**src/rtl/cvx_pkg.sv**
```systemverilog
package cvx_pkg;
  typedef enum logic [0:0] {
    ST_IDLE = 1'b0,
    ST_RUN  = 1'b1
  } cvx_state_e;
endpackage

```
**src/rtl/cvx_load.sv**
```systemverilog
// Widens operands by sign repetition and picks the second-register preload.
module cvx_load #(
  parameter int OPND_W = 9,
  parameter int W      = 10
) (
  input  logic [OPND_W-1:0] op_a,
  input  logic [OPND_W-1:0] op_b,
  input  logic              sub_sel,
  output logic [W-1:0]      carry_init,
  output logic [W-1:0]      sum_init
);
  localparam int EXT = W - OPND_W;

  logic [W-1:0] b_wide;

  assign carry_init = {{EXT{op_a[OPND_W-1]}}, op_a};
  assign b_wide     = {{EXT{op_b[OPND_W-1]}}, op_b};

  // negation happens in the wide domain so the most negative operand survives
  assign sum_init = sub_sel ? (~b_wide + W'(1)) : b_wide;
endmodule

```
**src/rtl/cvx_step.sv**
```systemverilog
// One parallel AND-shift / XOR step across all bit slices.
module cvx_step #(
  parameter int W = 10
) (
  input  logic [W-1:0] carry_q,
  input  logic [W-1:0] sum_q,
  output logic [W-1:0] carry_d,
  output logic [W-1:0] sum_d,
  output logic         carry_zero
);
  assign carry_d[0] = 1'b0;

  for (genvar i = 0; i < W; i++) begin : g_slice
    assign sum_d[i] = carry_q[i] ^ sum_q[i];
    if (i > 0) begin : g_carry
      assign carry_d[i] = carry_q[i-1] & sum_q[i-1];
    end
  end

  assign carry_zero = ~|carry_q;
endmodule

```
**src/rtl/cvx_ctrl.sv**
```systemverilog
// Sequencer: load, step until the carry is clear, then pulse done.
module cvx_ctrl
  import cvx_pkg::*;
#(
  parameter int W     = 10,
  parameter int CNT_W = 4
) (
  input  logic             clk,
  input  logic             rst_n,
  input  logic             accept,
  input  logic             carry_zero,
  output logic             busy,
  output logic             step_en,
  output logic             done,
  output logic             fail,
  output logic [CNT_W-1:0] iter_cnt
);
  cvx_state_e       state_q;
  logic [CNT_W-1:0] iter_q;
  logic             at_limit;

  assign at_limit = (iter_q == CNT_W'(W));
  assign busy     = (state_q == ST_RUN);
  assign step_en  = busy && !carry_zero && !at_limit;
  assign iter_cnt = iter_q;

  always_ff @(posedge clk) begin
    if (!rst_n) begin
      state_q <= ST_IDLE;
      iter_q  <= '0;
      done    <= 1'b0;
      fail    <= 1'b0;
    end else begin
      done <= 1'b0;
      case (state_q)
        ST_IDLE: begin
          if (accept) begin
            state_q <= ST_RUN;
            iter_q  <= '0;
            fail    <= 1'b0;
          end
        end
        ST_RUN: begin
          if (carry_zero) begin
            state_q <= ST_IDLE;
            done    <= 1'b1;
          end else if (at_limit) begin
            state_q <= ST_IDLE;
            fail    <= 1'b1;
          end else begin
            iter_q <= iter_q + CNT_W'(1);
          end
        end
        default: state_q <= ST_IDLE;
      endcase
    end
  end
endmodule

```
**src/rtl/cvx_result.sv**
```systemverilog
// Sign flag and unsigned magnitude of the partial-sum register.
module cvx_result #(
  parameter int W = 10
) (
  input  logic [W-1:0] sum_q,
  output logic         is_neg,
  output logic [W-1:0] magnitude
);
  assign is_neg    = sum_q[W-1];
  assign magnitude = is_neg ? (~sum_q + W'(1)) : sum_q;
endmodule

```
**src/rtl/cvx_addsub.sv**
```systemverilog
module cvx_addsub #(
  parameter  int MAG_BITS = 8,
  localparam int OPND_W   = MAG_BITS + 1,
  localparam int W        = MAG_BITS + 2,
  localparam int CNT_W    = $clog2(W + 1)
) (
  input  logic              clk,
  input  logic              rst_n,
  input  logic              op_valid,
  output logic              op_ready,
  input  logic [OPND_W-1:0] op_a,
  input  logic [OPND_W-1:0] op_b,
  input  logic              sub_sel,
  output logic              done,
  output logic              fail,
  output logic [W-1:0]      sum,
  output logic              sum_neg,
  output logic [W-1:0]      sum_mag,
  output logic [CNT_W-1:0]  iter_cnt
);
  logic [W-1:0] carry_q, sum_q;
  logic [W-1:0] carry_init, sum_init;
  logic [W-1:0] carry_d, sum_d;
  logic         carry_zero, busy, step_en, accept;

  assign op_ready = !busy;
  assign accept   = op_valid && op_ready;

  cvx_load #(.OPND_W(OPND_W), .W(W)) u_load (
    .op_a       (op_a),
    .op_b       (op_b),
    .sub_sel    (sub_sel),
    .carry_init (carry_init),
    .sum_init   (sum_init)
  );

  cvx_step #(.W(W)) u_step (
    .carry_q    (carry_q),
    .sum_q      (sum_q),
    .carry_d    (carry_d),
    .sum_d      (sum_d),
    .carry_zero (carry_zero)
  );

  cvx_ctrl #(.W(W), .CNT_W(CNT_W)) u_ctrl (
    .clk        (clk),
    .rst_n      (rst_n),
    .accept     (accept),
    .carry_zero (carry_zero),
    .busy       (busy),
    .step_en    (step_en),
    .done       (done),
    .fail       (fail),
    .iter_cnt   (iter_cnt)
  );

  always_ff @(posedge clk) begin
    if (!rst_n) begin
      carry_q <= '0;
      sum_q   <= '0;
    end else if (accept) begin
      carry_q <= carry_init;
      sum_q   <= sum_init;
    end else if (step_en) begin
      carry_q <= carry_d;
      sum_q   <= sum_d;
    end
  end

  assign sum = sum_q;

  cvx_result #(.W(W)) u_result (
    .sum_q     (sum_q),
    .is_neg    (sum_neg),
    .magnitude (sum_mag)
  );
endmodule

```
**config.mk**
```make
export PLATFORM = sky130hd
export DESIGN_NAME = cvx_addsub
export DESIGN_NICKNAME = d
export VERILOG_FILES = /design/src/rtl/cvx_pkg.sv /design/src/rtl/cvx_load.sv /design/src/rtl/cvx_step.sv /design/src/rtl/cvx_ctrl.sv /design/src/rtl/cvx_result.sv /design/src/rtl/cvx_addsub.sv
export SDC_FILE = /design/constraint.sdc
export NUM_CORES = 1
export LEC_CHECK = 0
export CORE_MARGIN = 3
export CORE_UTILIZATION = 45
export CTS_CLUSTER_DIAMETER = 50
export DETAILED_ROUTE_END_ITERATION = 16
export HOLD_SLACK_MARGIN = 0.05
export MAX_ROUTING_LAYER = met4
export PLACE_DENSITY = 0.81
export SLEW_MARGIN = 0
export SYNTH_ARGS = -nofsm -noshare
export SYNTH_HDL_FRONTEND = slang
export SYNTH_HIERARCHICAL = 1
export SYNTH_SLANG_ARGS = --single-unit
```
**constraint.sdc**
```tcl
create_clock -name clk -period 2.1 [get_ports clk]
set_clock_uncertainty 0.05 [all_clocks]
set_input_delay 0.315 -clock clk [delete_from_list [all_inputs] [get_ports clk]]
set_output_delay 0.315 -clock clk [all_outputs]
set_load 0.01 [all_outputs]
```
* Yosys cells after proc, flatten, opt, wreduce, memory -nomap -nowiden
Cells that the tools add are included.
** Storage, ports and cells
- Register bits after elaboration :: 27
** Cells by class
- $add $sub $neg :: 3
- Equality and inequality tests :: 5
- Multiplexer cells :: 19
- Bitwise logic cells :: 22
- Reductions and logical operators :: 10
** Operator list (count)
- $mux W10 :: 6
- $add A10 B1 Y10 const B :: 2
- $not A10 Y10 :: 2
- $mux W4 :: 3
- $reduce_or A10 Y1 :: 1
- $xor A1 B1 Y1 :: 10
- $and A1 B1 Y1 :: 9
- $ne A2 B2 Y1 const B :: 4
- $pmux W4 S2 :: 1
- $mux W1 :: 7
- $reduce_and A3 Y1 :: 2
- $add A4 B1 Y4 const B :: 1
- $eq A4 B4 Y1 const B :: 1
- $pmux W1 S2 :: 2
- $logic_and A1 B1 Y1 :: 3
- $logic_not A1 Y1 :: 2
- $reduce_and A2 Y1 :: 1
- $reduce_bool A2 Y1 :: 1
- $not A1 Y1 :: 1

* Longest topological paths before layout
Gate-level depths: netlist of the first run.
- Word-level depth :: 5
- Gate-level depth with buffers :: 8
- Gate-level depth less buffers :: 7

* Hierarchy
The synthesis of the first run kept the hierarchy.
** Modules (own cells, without submodules)
- cvx_addsub :: times used 1, cells each 94, area an instance 1083.5 µm², seq. area each 400.4 µm²
- cvx_ctrl :: times used 1, cells each 37, area an instance 349.1 µm², seq. area each 140.1 µm²
- cvx_load :: times used 1, cells each 38, area an instance 277.8 µm², seq. area each 0.0 µm²
- cvx_result :: times used 1, cells each 27, area an instance 197.7 µm², seq. area each 0.0 µm²
- cvx_step :: times used 1, cells each 15, area an instance 160.2 µm², seq. area each 0.0 µm²

* Worst setup path before layout of the first run
No wires, ideal clock.
- Path kind :: register to register
- From :: register carry_q[5]
- To :: register sum_q[4], in the netlist sum[4]
- Setup time :: 0.079 ns
- Arrival time :: 1.964 ns
- Setup slack :: 0.006 ns
- Cell stages (with the launch flop) :: 9
- Path buffers :: 1
- Path through :: dfxtp_1 or4_1 nor4_2 and2b_1 nand2_1 inv_1 buf_6 mux2i_1 a211oi_2
** Between the ends
- Cells in the longest elaborated chain, start to end :: 4
** Ends and longest elaborated chain
- start: declaration :: RTL line cvx_addsub.sv:21 : logic [W-1:0] carry_q, sum_q;
- start signal: assignment :: RTL line cvx_addsub.sv:62 : carry_q <= carry_init;
- start signal: assignment :: RTL line cvx_addsub.sv:65 : carry_q <= carry_d;
- $reduce_or A10 Y1 :: RTL line cvx_step.sv:20 : assign carry_zero = ~|carry_q;
- $logic_and A1 B1 Y1 (2 in a row) :: RTL line cvx_ctrl.sv:24 : assign step_en = busy && !carry_zero && !at_limit;
- named net step_en :: RTL line cvx_addsub.sv:24 : logic carry_zero, busy, step_en, accept;
- $reduce_bool A2 Y1 (no source line)
- end signal: assignment :: RTL line cvx_addsub.sv:63 : sum_q <= sum_init;
- end signal: assignment :: RTL line cvx_addsub.sv:66 : sum_q <= sum_d;
- end: declaration :: RTL line cvx_addsub.sv:21
The timed path passes the listed nets, and every way through them passes these cells.
A chain may end at the register's enable or synchronous reset.

* Final worst setup path of the first run
Same ends and word-level chain as after synthesis.

==> metrics, run 1 <==
Worst Setup Start Kind flop; post-place setup slack -203 ps; initial core utilization 47.2%; top cell type's share of synthesized area 26.1%; final period utilization 102%; Final min period 2150 ps; Syn Area/Cell 9.80 um2; synth cell count leaders dfxtp_1 (27), a211oi_2 (20), mux2i_1 (20), nor3b_1 (20), buf_4 (16); Final #Nets 313; Rows 24; hold path start u_ctrl/fail; WS Path Type reg2reg; Yosys reg bits 27; max cap viols 0; wire length per cell 15.2 um; die height 73.8 um; Cell Area, Synth 2070 um2; PnR Total Power 1.75 mW; area delta synth->final 40.0%; largest net degree at the start of global routing 21; synth top area cells dfxtp_1 (26%), a211oi_2 (12%), mux2i_1 (9.7%); Worst Slack Setup Final -52.4 ps; Core Box Area 4380 um2; drt pass-1 iters 4; RSZ-0062 raised after global routing true; Yosys cell types 40; count leader, synth dfxtp_1; post-synthesis sequential area ratio 26.1%; dpl hpwl 3.60 mm; Max rail drop VDD 0.000308 V; CTS tree done; CP required 2240 ps; leakage power total 1.12 nW; Final setup viols 19; Via density 5.46; Routed Antenna Nets 0; leading area contributor after synthesis dfxtp_1; worst reg2reg endpoint sum[4]; share of post-route cells with drive strength above 1 33.9%; total CTS buffers 3; Final GP Congestion 0.802; Ports 50; status finished with violations; IO Port Bufs 49; drt initial violations 138; Cell Count, Final, Fillers Out 329; vias in the first global route 1,711; first-pass GRT wire length 8.10 mm; Crit. End Element flop; via count 1,797; top_reg_cell synth dfxtp_1; Antenna Cells 0; R2R depth 8; Clock Tree Buf Depth 2; Post-synth EDFFs 0; Hold Buf Count CTS 0; worst hold path depth 2; grt ovf 0; CTS sink cnt 27; WL final 5.01 mm; syn_nets 246; Hold Path Sink u_ctrl/fail; Hold Path Class reg2reg; Crit path arrival time 2300 ps; pwr dens 604 nW/um2; initial antenna violation count 0; gr usage total 19.3%; Ys Warns 6; CTS HTree Levels 1; Fin. Hold Viols 0; fraction of registers with async set/reset 0%; Die Wd 73.8 um; r2r setup slk -50 ps; failing checks negative setup slack; Mapped Cells 211; Max Freq 465 MHz; Post-route DRC 0; worst skew pair latency 280 ps; clock-pin slew on the worst setup and hold paths 100 ps; Root Buffer clkbuf_8; worst-path maximum fanout 11; die area 5450 um2; fin. max-slew vios 0; reg-to-reg startpoint carry_q[5]; Placed Cells 319
==> state kept, by name (all words and copies together) (netlist names) <==
signal and flops:
u_ctrl/fail 1, u_ctrl/iter_cnt 4, sum 10, carry_q 10
u_ctrl/done 1, u_ctrl/busy 1
==> layout make-up <==
| class | count | area [um2] |
|---|---|---|
| clock buffers | 4 | 45.0 |
| fillers | 346 | 1490 |
| inverters | 13 | 51.3 |
| multi-input cells | 145 | 1390 |
| flip-flops and latches | 27 | 544 |
| well taps | 52 | 65.1 |
| repair buffers | 88 | 797 |
==> critical path, cell delays in order (launching register included) <==
cell and delay [ps]:
dfxtp_1 320, or4_4 540, nor4_4 250, and2b_1 240, nand2_2 110, inv_4 60, buf_12 150, mux2i_2 150
a211oi_2 190
==> per-stage QoR <==
stage | area (um2) | hold WS [ps] | util (%) | setup TNS (ps)
after floorplan | 2070 | 393 | - | 0
after global placement | 2710 | 456 | 61.7 | -1070
after detailed placement | 2710 | 467 | 61.7 | -1630
after CTS | 2820 | 493 | 64.3 | -907
after global routing | 2900 | 512 | 66.0 | -2490
final | 2900 | 487 | 66.0 | -579
==> power breakdown <==
group          switching, mW  internal, mW  leakage, nW
logic                  0.379         0.449        0.878
registers             0.0586         0.564        0.224
clock network          0.162         0.136       0.0228
==> layer usage <==
metal | vias to the layer above | wire length [um] | GRT usage [%]
met2 | 57 | 2440 | 31.2
met3 | 10 | 271 | 2.33
met4 | 0 | 70 | 5.43
met1 | 832 | 2230 | 25.4
met5 | - | 0 | -
li1 | 898 | - | -
==> cells by family after synthesis <==
| logic type | Yosys count | share of synthesized area [%] |
|---|---|---|
| and+or+nand+nor | 50 | 17.4 |
| muxes | 20 | 9.68 |
| buffers and inverters | 39 | 10.9 |
| xor gates and xnor gates | 16 | 6.78 |
| other | 1 | 0.181 |
| adders and majority gates | 13 | 7.86 |
| DFF | 27 | 26.1 |
| AOI/OAI and AO/OA | 45 | 21.1 |
==> cells in the final DEF (no fill, tap or decap), drive strengths merged, types with 3 or more instances in the layout <==
| cell type | synthesis | routed |
|---|---|---|
| xnor2 | 14 | 14 |
| clkbuf | 4 | 6 |
| or4 | 5 | 5 |
| ha | 13 | 13 |
| o31ai | 4 | 4 |
| nand2 | 5 | 5 |
| clkdlybuf4s50 | 0 | 41 |
| a211oi | 20 | 20 |
| nor3b | 20 | 20 |
| dfxtp | 27 | 27 |
| mux2i | 20 | 20 |
| nand2b | 5 | 5 |
| buf | 22 | 42 |
| a21boi | 3 | 3 |
| o21ai | 9 | 9 |
| inv | 13 | 13 |
==> timing repair <==
item                       in CTS  in global routing
setup endpoints to repair      28                 29
pin swaps                       8                 16
cloned                          1                  0
setup buffers                   1                  4
gates resized for setup        35                 17
==> worst max path at each step <==
| stage | from | to | slack, ps |
|---|---|---|---|
| after floorplan | carry_q[5] | sum[4] | 6 |
| after global placement | op_b[2] | sum[9] | -160 |
| after detailed placement | sum[1] | sum_mag[8] | -200 |
| after CTS | carry_q[1] | carry_q[1] | -60 |
| after global routing | carry_q[5] | sum[4] | -150 |
| final | carry_q[5] | sum[4] | -50 |
Power figures use the tool's default switching activity.
==> run 2: changes to the inputs <==
- CORE_ASPECT_RATIO: default -> 1.5
- CTS_CLUSTER_SIZE: default -> 28
==> run 2 against run 1 <==
Effect of this change:
- the flow still finishes with violations (negative setup slack)
- final cell count is 2.4% lower
- sequential power hardly changed
- critical endpoint is now sum[7]
- setup slack worse by 48 ps
- register-to-register slack worse by 50 ps
- critical path type unchanged
- maximum frequency is 2.2% lower
==> metrics, run 2 (synthesis gave the netlist of run 1 again) <==
wire length per cell 16.2 um; CTS sink cnt 27; largest net degree at the start of global routing 21; Via density 5.68; Crit path arrival time 2340 ps; worst skew pair latency 280 ps; grt ovf 0; R2R depth 8; share of post-route cells with drive strength above 1 34.9%; Clock Tree Buf Depth 2; initial antenna violation count 0; Max rail drop VDD 0.000277 V; IO Port Bufs 49; CP required 2240 ps; area delta synth->final 40.5%; Core Box Area 4320 um2; most frequent cells in the layout clkdlybuf4s50_1 (40), buf_4 (34), dfxtp_1 (23), nor3b_1 (20), a211oi_2 (20); CTS tree done; worst-path maximum fanout 5; Antenna Cells 0; clock-pin slew on the worst setup and hold paths 100 ps; Root Buffer clkbuf_8; most common cell after layout, fill and taps aside clkdlybuf4s50_1; Fin. Hold Viols 0; status finished with violations; Hold Buf Count CTS 0; pwr dens 613 nW/um2; leakage power total 1.14 nW; Routed Antenna Nets 0; Slowest-stage cell, CP or4_4; RSZ-0062 raised after global routing true; via count 1,824; initial core utilization 47.9%; Rows 29; Die Wd 61.4 um; Switching Power 0.620 mW; max cap viols 0; crit path cell chain or4_4 > nor4_4 > and2b_1 > nand2_2 > inv_4 > clkbuf_16 > mux2i_2 > a211oi_2; drt pass-1 iters 4; Reg power frac 34.9%; Clock power frac 17.0%; first-pass GRT wire length 7.94 mm; Final min period 2200 ps; WP buf/inv 2; Ports 50; CTS HTree Levels 1; total CTS buffers 3; WS Path Type reg2reg; Worst Slack Setup Final -100 ps; Post-route DRC 0; Hold Path Class reg2reg; Worst Setup Start Kind flop; DP Area 2710 um2; failing checks negative setup slack; fin. max-slew vios 0; Final GP Congestion 0.848; Max Freq 455 MHz; vias in the first global route 1,763; final instance area 2910 um2; Placed Cells 314; worst hold path depth 2; PnR Total Power 1.78 mW; Cell Count, Final, Fillers Out 321; die height 89.0 um; cell-internal power 1.16 mW; final period utilization 105%; Crit path depth 8; gr usage total 19.4%; die area 5460 um2; Worst path max stage delay 540 ps; switching part of the total 34.8%; Comb pwr share 48.1%; Final #Nets 311; drt initial violations 75; dpl hpwl 3.72 mm; CP delay by family, top simple AND/OR/NAND/NOR gates; WL final 5.19 mm; Crit. End Element flop; Final setup viols 21
run 2: cell types whose count changed in the layout (fill, tap and decap cells not counted), sizes merged:
| cell | previous run | this run |
|---|---|---|
| buf | 42 | 40 |
| clkdlybuf4s50 | 41 | 40 |
| clkdlybuf4s15 | 1 | 0 |
| dlymetal6s2s | 1 | 2 |
| clkinv | 0 | 1 |
run 2: metrics by stage:
stage | hold slack, ps | utilization [%] | TNS, ps | worst slack, ps
after detailed placement | 500 | 62.7 | -2000 | -178
after global routing | 533 | 67.3 | -2600 | -143
final | 511 | 67.3 | -1150 | -100
after global placement | 470 | 62.7 | -1170 | -154
after floorplan | 393 | - | 0 | 6.24
after CTS | 515 | 65.7 | -522 | -65.1
run 2: worst register-to-register path, stage by stage (launching register included):
cell and delay [ps]:
dfxtp_2 340, or4_4 540, nor4_4 240, and2b_1 240, nand2_2 120, inv_4 70, clkbuf_16 160, mux2i_2 160
a211oi_2 200
run 2: final cells by class:
cell class / instances / area, um2
Fill cell: 335 / 1410
Multi-Input combinational cell: 145 / 1410
Sequential cell: 27 / 546
Clock inverter: 1 / 5.00
Clock buffer: 3 / 41.3
Timing Repair Buffer: 86 / 792
Tap cell: 46 / 57.6
Inverter: 13 / 51.3
run 2: final timing paths:
check	start	end	slack, ps
min reg2reg	u_ctrl/iter_cnt[0]	u_ctrl/iter_cnt[0]	510
max	carry_q[5]	sum[7]	-100
min	u_ctrl/iter_cnt[0]	u_ctrl/iter_cnt[0]	510
max reg2reg	carry_q[5]	sum[7]	-100
run 2: power groups by stage:
| stage | sequential (mW) | clock (mW) | combinational [mW] |
|---|---|---|---|
| after floorplan | 0.641 | 0 | 0.409 |
| after global placement | 0.620 | 0 | 0.743 |
| after detailed placement | 0.624 | 0 | 0.759 |
| after CTS | 0.618 | 0.299 | 0.805 |
| after global routing | 0.629 | 0.326 | 0.920 |
| final | 0.621 | 0.303 | 0.858 |
run 2: repair_timing:
action                                  in CTS  in global routing
pin swaps                                   12                 10
gates cloned                                 1                  1
endpoints found under the setup margin      27                 28
buffers inserted                             0                  1
resized for setup                           36                 22
run 2: layer usage:
metal | track usage (%) | vias to the layer above | share of wire (%)
li1 | - | 893 | -
met1 | 21.9 | 854 | 39
met2 | 33.7 | 64 | 54
met3 | 2.17 | 13 | 4.0
met4 | 8.30 | 0 | 3.1
met5 | - | - | 0
==> run 3: changes to the inputs <==
==> constraint.sdc (replaced) <==
create_clock -name clk -period 2.1 [get_ports clk]
set_clock_uncertainty 0.05 [all_clocks]
set_input_delay 0.21 -clock clk [delete_from_list [all_inputs] [get_ports clk]]
set_output_delay 0.21 -clock clk [all_outputs]
set_load 0.01 [all_outputs]
==> run 3 against run 2 <==
Effect of this change:
- the run still ends with negative setup slack left
- clock-buffer cell count up 1
- sequential cell count stayed put
- via count shrank 0.55%
- sequential share of layout area grew 0.12 points
- combinational power decreased by 2%
- sequential power about the same
- clock power shrank 4%
- routed wire length decreased by 2.2%
- final cell count up 0.31%
- setup slack improved by 39 ps
- critical endpoint unchanged
- largest power group unchanged
==> metrics, run 3 (synthesis gave the netlist of run 1 again) <==
Cell Count, Final, Fillers Out 322; Worst Setup Start Kind flop; Fin. Hold Viols 0; initial antenna violation count 0; failing checks negative setup slack; total CTS buffers 3; multi-input logic area 1380 um2; leakage power total 1.11 nW; reg-to-reg startpoint carry_q[5]; Clock Tree Buf Depth 2; Reg power frac 35.4%; RSZ-0062 raised after global routing true; final period utilization 103%; status finished with violations; WL final 5.07 mm; Worst Slack Setup Final -60.7 ps; drt initial violations 146; Worst path max stage delay 530 ps; CP required 2190 ps; vias in the first global route 1,846; Final #Nets 312; cell-internal power 1.16 mW; hold path start u_ctrl/fail; Switching Power 0.588 mW; CTS tree done; Post-route DRC 0; gr usage total 19.9%; switching part of the total 33.6%; Hold Path Sink u_ctrl/fail; Routed Antenna Nets 0; worst-path maximum fanout 5; Die Wd 61.4 um; CTS sink cnt 27; CP delay by family, top simple AND/OR/NAND/NOR gates; die area 5460 um2; worst reg2reg endpoint sum[7]; via count 1,814; Max rail drop VDD 0.000260 V; CTS HTree Levels 1; largest net degree at the start of global routing 21; most frequent cells in the layout clkdlybuf4s50_1 (43), buf_4 (35), dfxtp_1 (24), nor3b_1 (20), a211oi_2 (20); dpl hpwl 3.58 mm; Core Box Area 4320 um2; Via density 5.63; Root Buffer clkbuf_8; R2R depth 8; max cap viols 0; Antenna Cells 0; WP buf/inv 2; Placed Cells 312; Hold Path Class reg2reg; initial core utilization 47.9%; Final min period 2160 ps; area delta synth->final 39.3%; Max Freq 463 MHz; Final GP Congestion 0.851; share of post-route cells with drive strength above 1 31.2%; r2r setup slk -60 ps; Hold Buf Count CTS 0; WS Path Type reg2reg; Crit path arrival time 2250 ps; register area 544 um2; grt ovf 0; IO Port Bufs 49; Comb pwr share 48.0%; most common cell after layout, fill and taps aside clkdlybuf4s50_1; Rows 29; worst skew pair latency 270 ps; crit path cell chain or4_4 > nor4_4 > and2b_1 > nand2_2 > inv_4 > clkbuf_16 > mux2i_2 > a211oi_2; Setup TNS -445 ps; pwr dens 607 nW/um2; Crit. End Element flop; worst hold path depth 2; drt pass-1 iters 4; Clock power frac 16.6%; Ports 50; fill count 329; clock-pin slew on the worst setup and hold paths 90 ps; Final setup viols 17; fin. max-slew vios 0; wire length per cell 15.8 um; Slowest-stage cell, CP or4_4; die height 89.0 um; first-pass GRT wire length 8.09 mm
run 3: layout make-up:
class,count,share of cell area [%]
timing repair buffer,87,28.1
sequential,27,18.9
multi-input combinational,145,47.7
clock buffer,4,1.56
tap,46,2.00
inverter,13,1.78
run 3: through the flow:
step                util (%)  setup WS (ps)  cell area (um2)  power [mW]  hold WS [ps]
global placement        62.3          -62.3             2690        1.36           474
floorplan                  -           6.24             2070        1.05           288
finish                  66.7          -60.7             2880        1.75           509
global route            66.7           -123             2880        1.85           553
CTS                     65.1          -39.7             2810        1.70           513
detailed placement      62.3          -82.5             2690        1.37           483
run 3: per-layer routing:
layer  global-route usage (%)  wire [um]  vias to the layer above  share of wire [%]
li1                         -          -                      891                  -
met4                     8.11        124                        0                2.4
met1                     21.4       2050                      862                 40
met2                     35.7       2710                       53                 53
met5                        -          0                        -                  0
met3                     2.31        187                        8                3.7
run 3: worst register-to-register path, delay by kind of cell, from the launching register on:
family                 cells  cell delay, ps
buffers and inverters      2             230
AOI/OAI and AO/OA          1             100
DFF                        1             330
and+or+nand+nor            4            1100
muxes                      1             210
run 3: power groups by stage:
stage	Combinational (mW)	Sequential (mW)	Clock, mW
2_1_floorplan	0.409	0.641	0
3_3_place_gp	0.737	0.620	0
3_5_place_dp	0.749	0.623	0
4_1_cts	0.786	0.615	0.296
5_1_grt	0.904	0.628	0.317
6_report	0.840	0.619	0.290
run 3: repair_timing:
item | 4_1_cts | 5_1_grt
resized for setup | 23 | 17
cloned | 1 | 1
pin swaps | 5 | 14
endpoints found under the setup margin | 26 | 29
buffers inserted | 1 | 3
run 3: worst max path at each step:
stage	startpoint	end	slack (ps)	depth (start not counted)
2_1_floorplan	carry_q[5]	sum[4]	6	8
3_3_place_gp	carry_q[5]	carry_q[5]	-60	8
3_5_place_dp	carry_q[5]	carry_q[5]	-80	8
4_1_cts	carry_q[1]	sum[7]	-40	8
5_1_grt	carry_q[5]	sum[7]	-120	8
6_report	carry_q[5]	sum[7]	-60	8
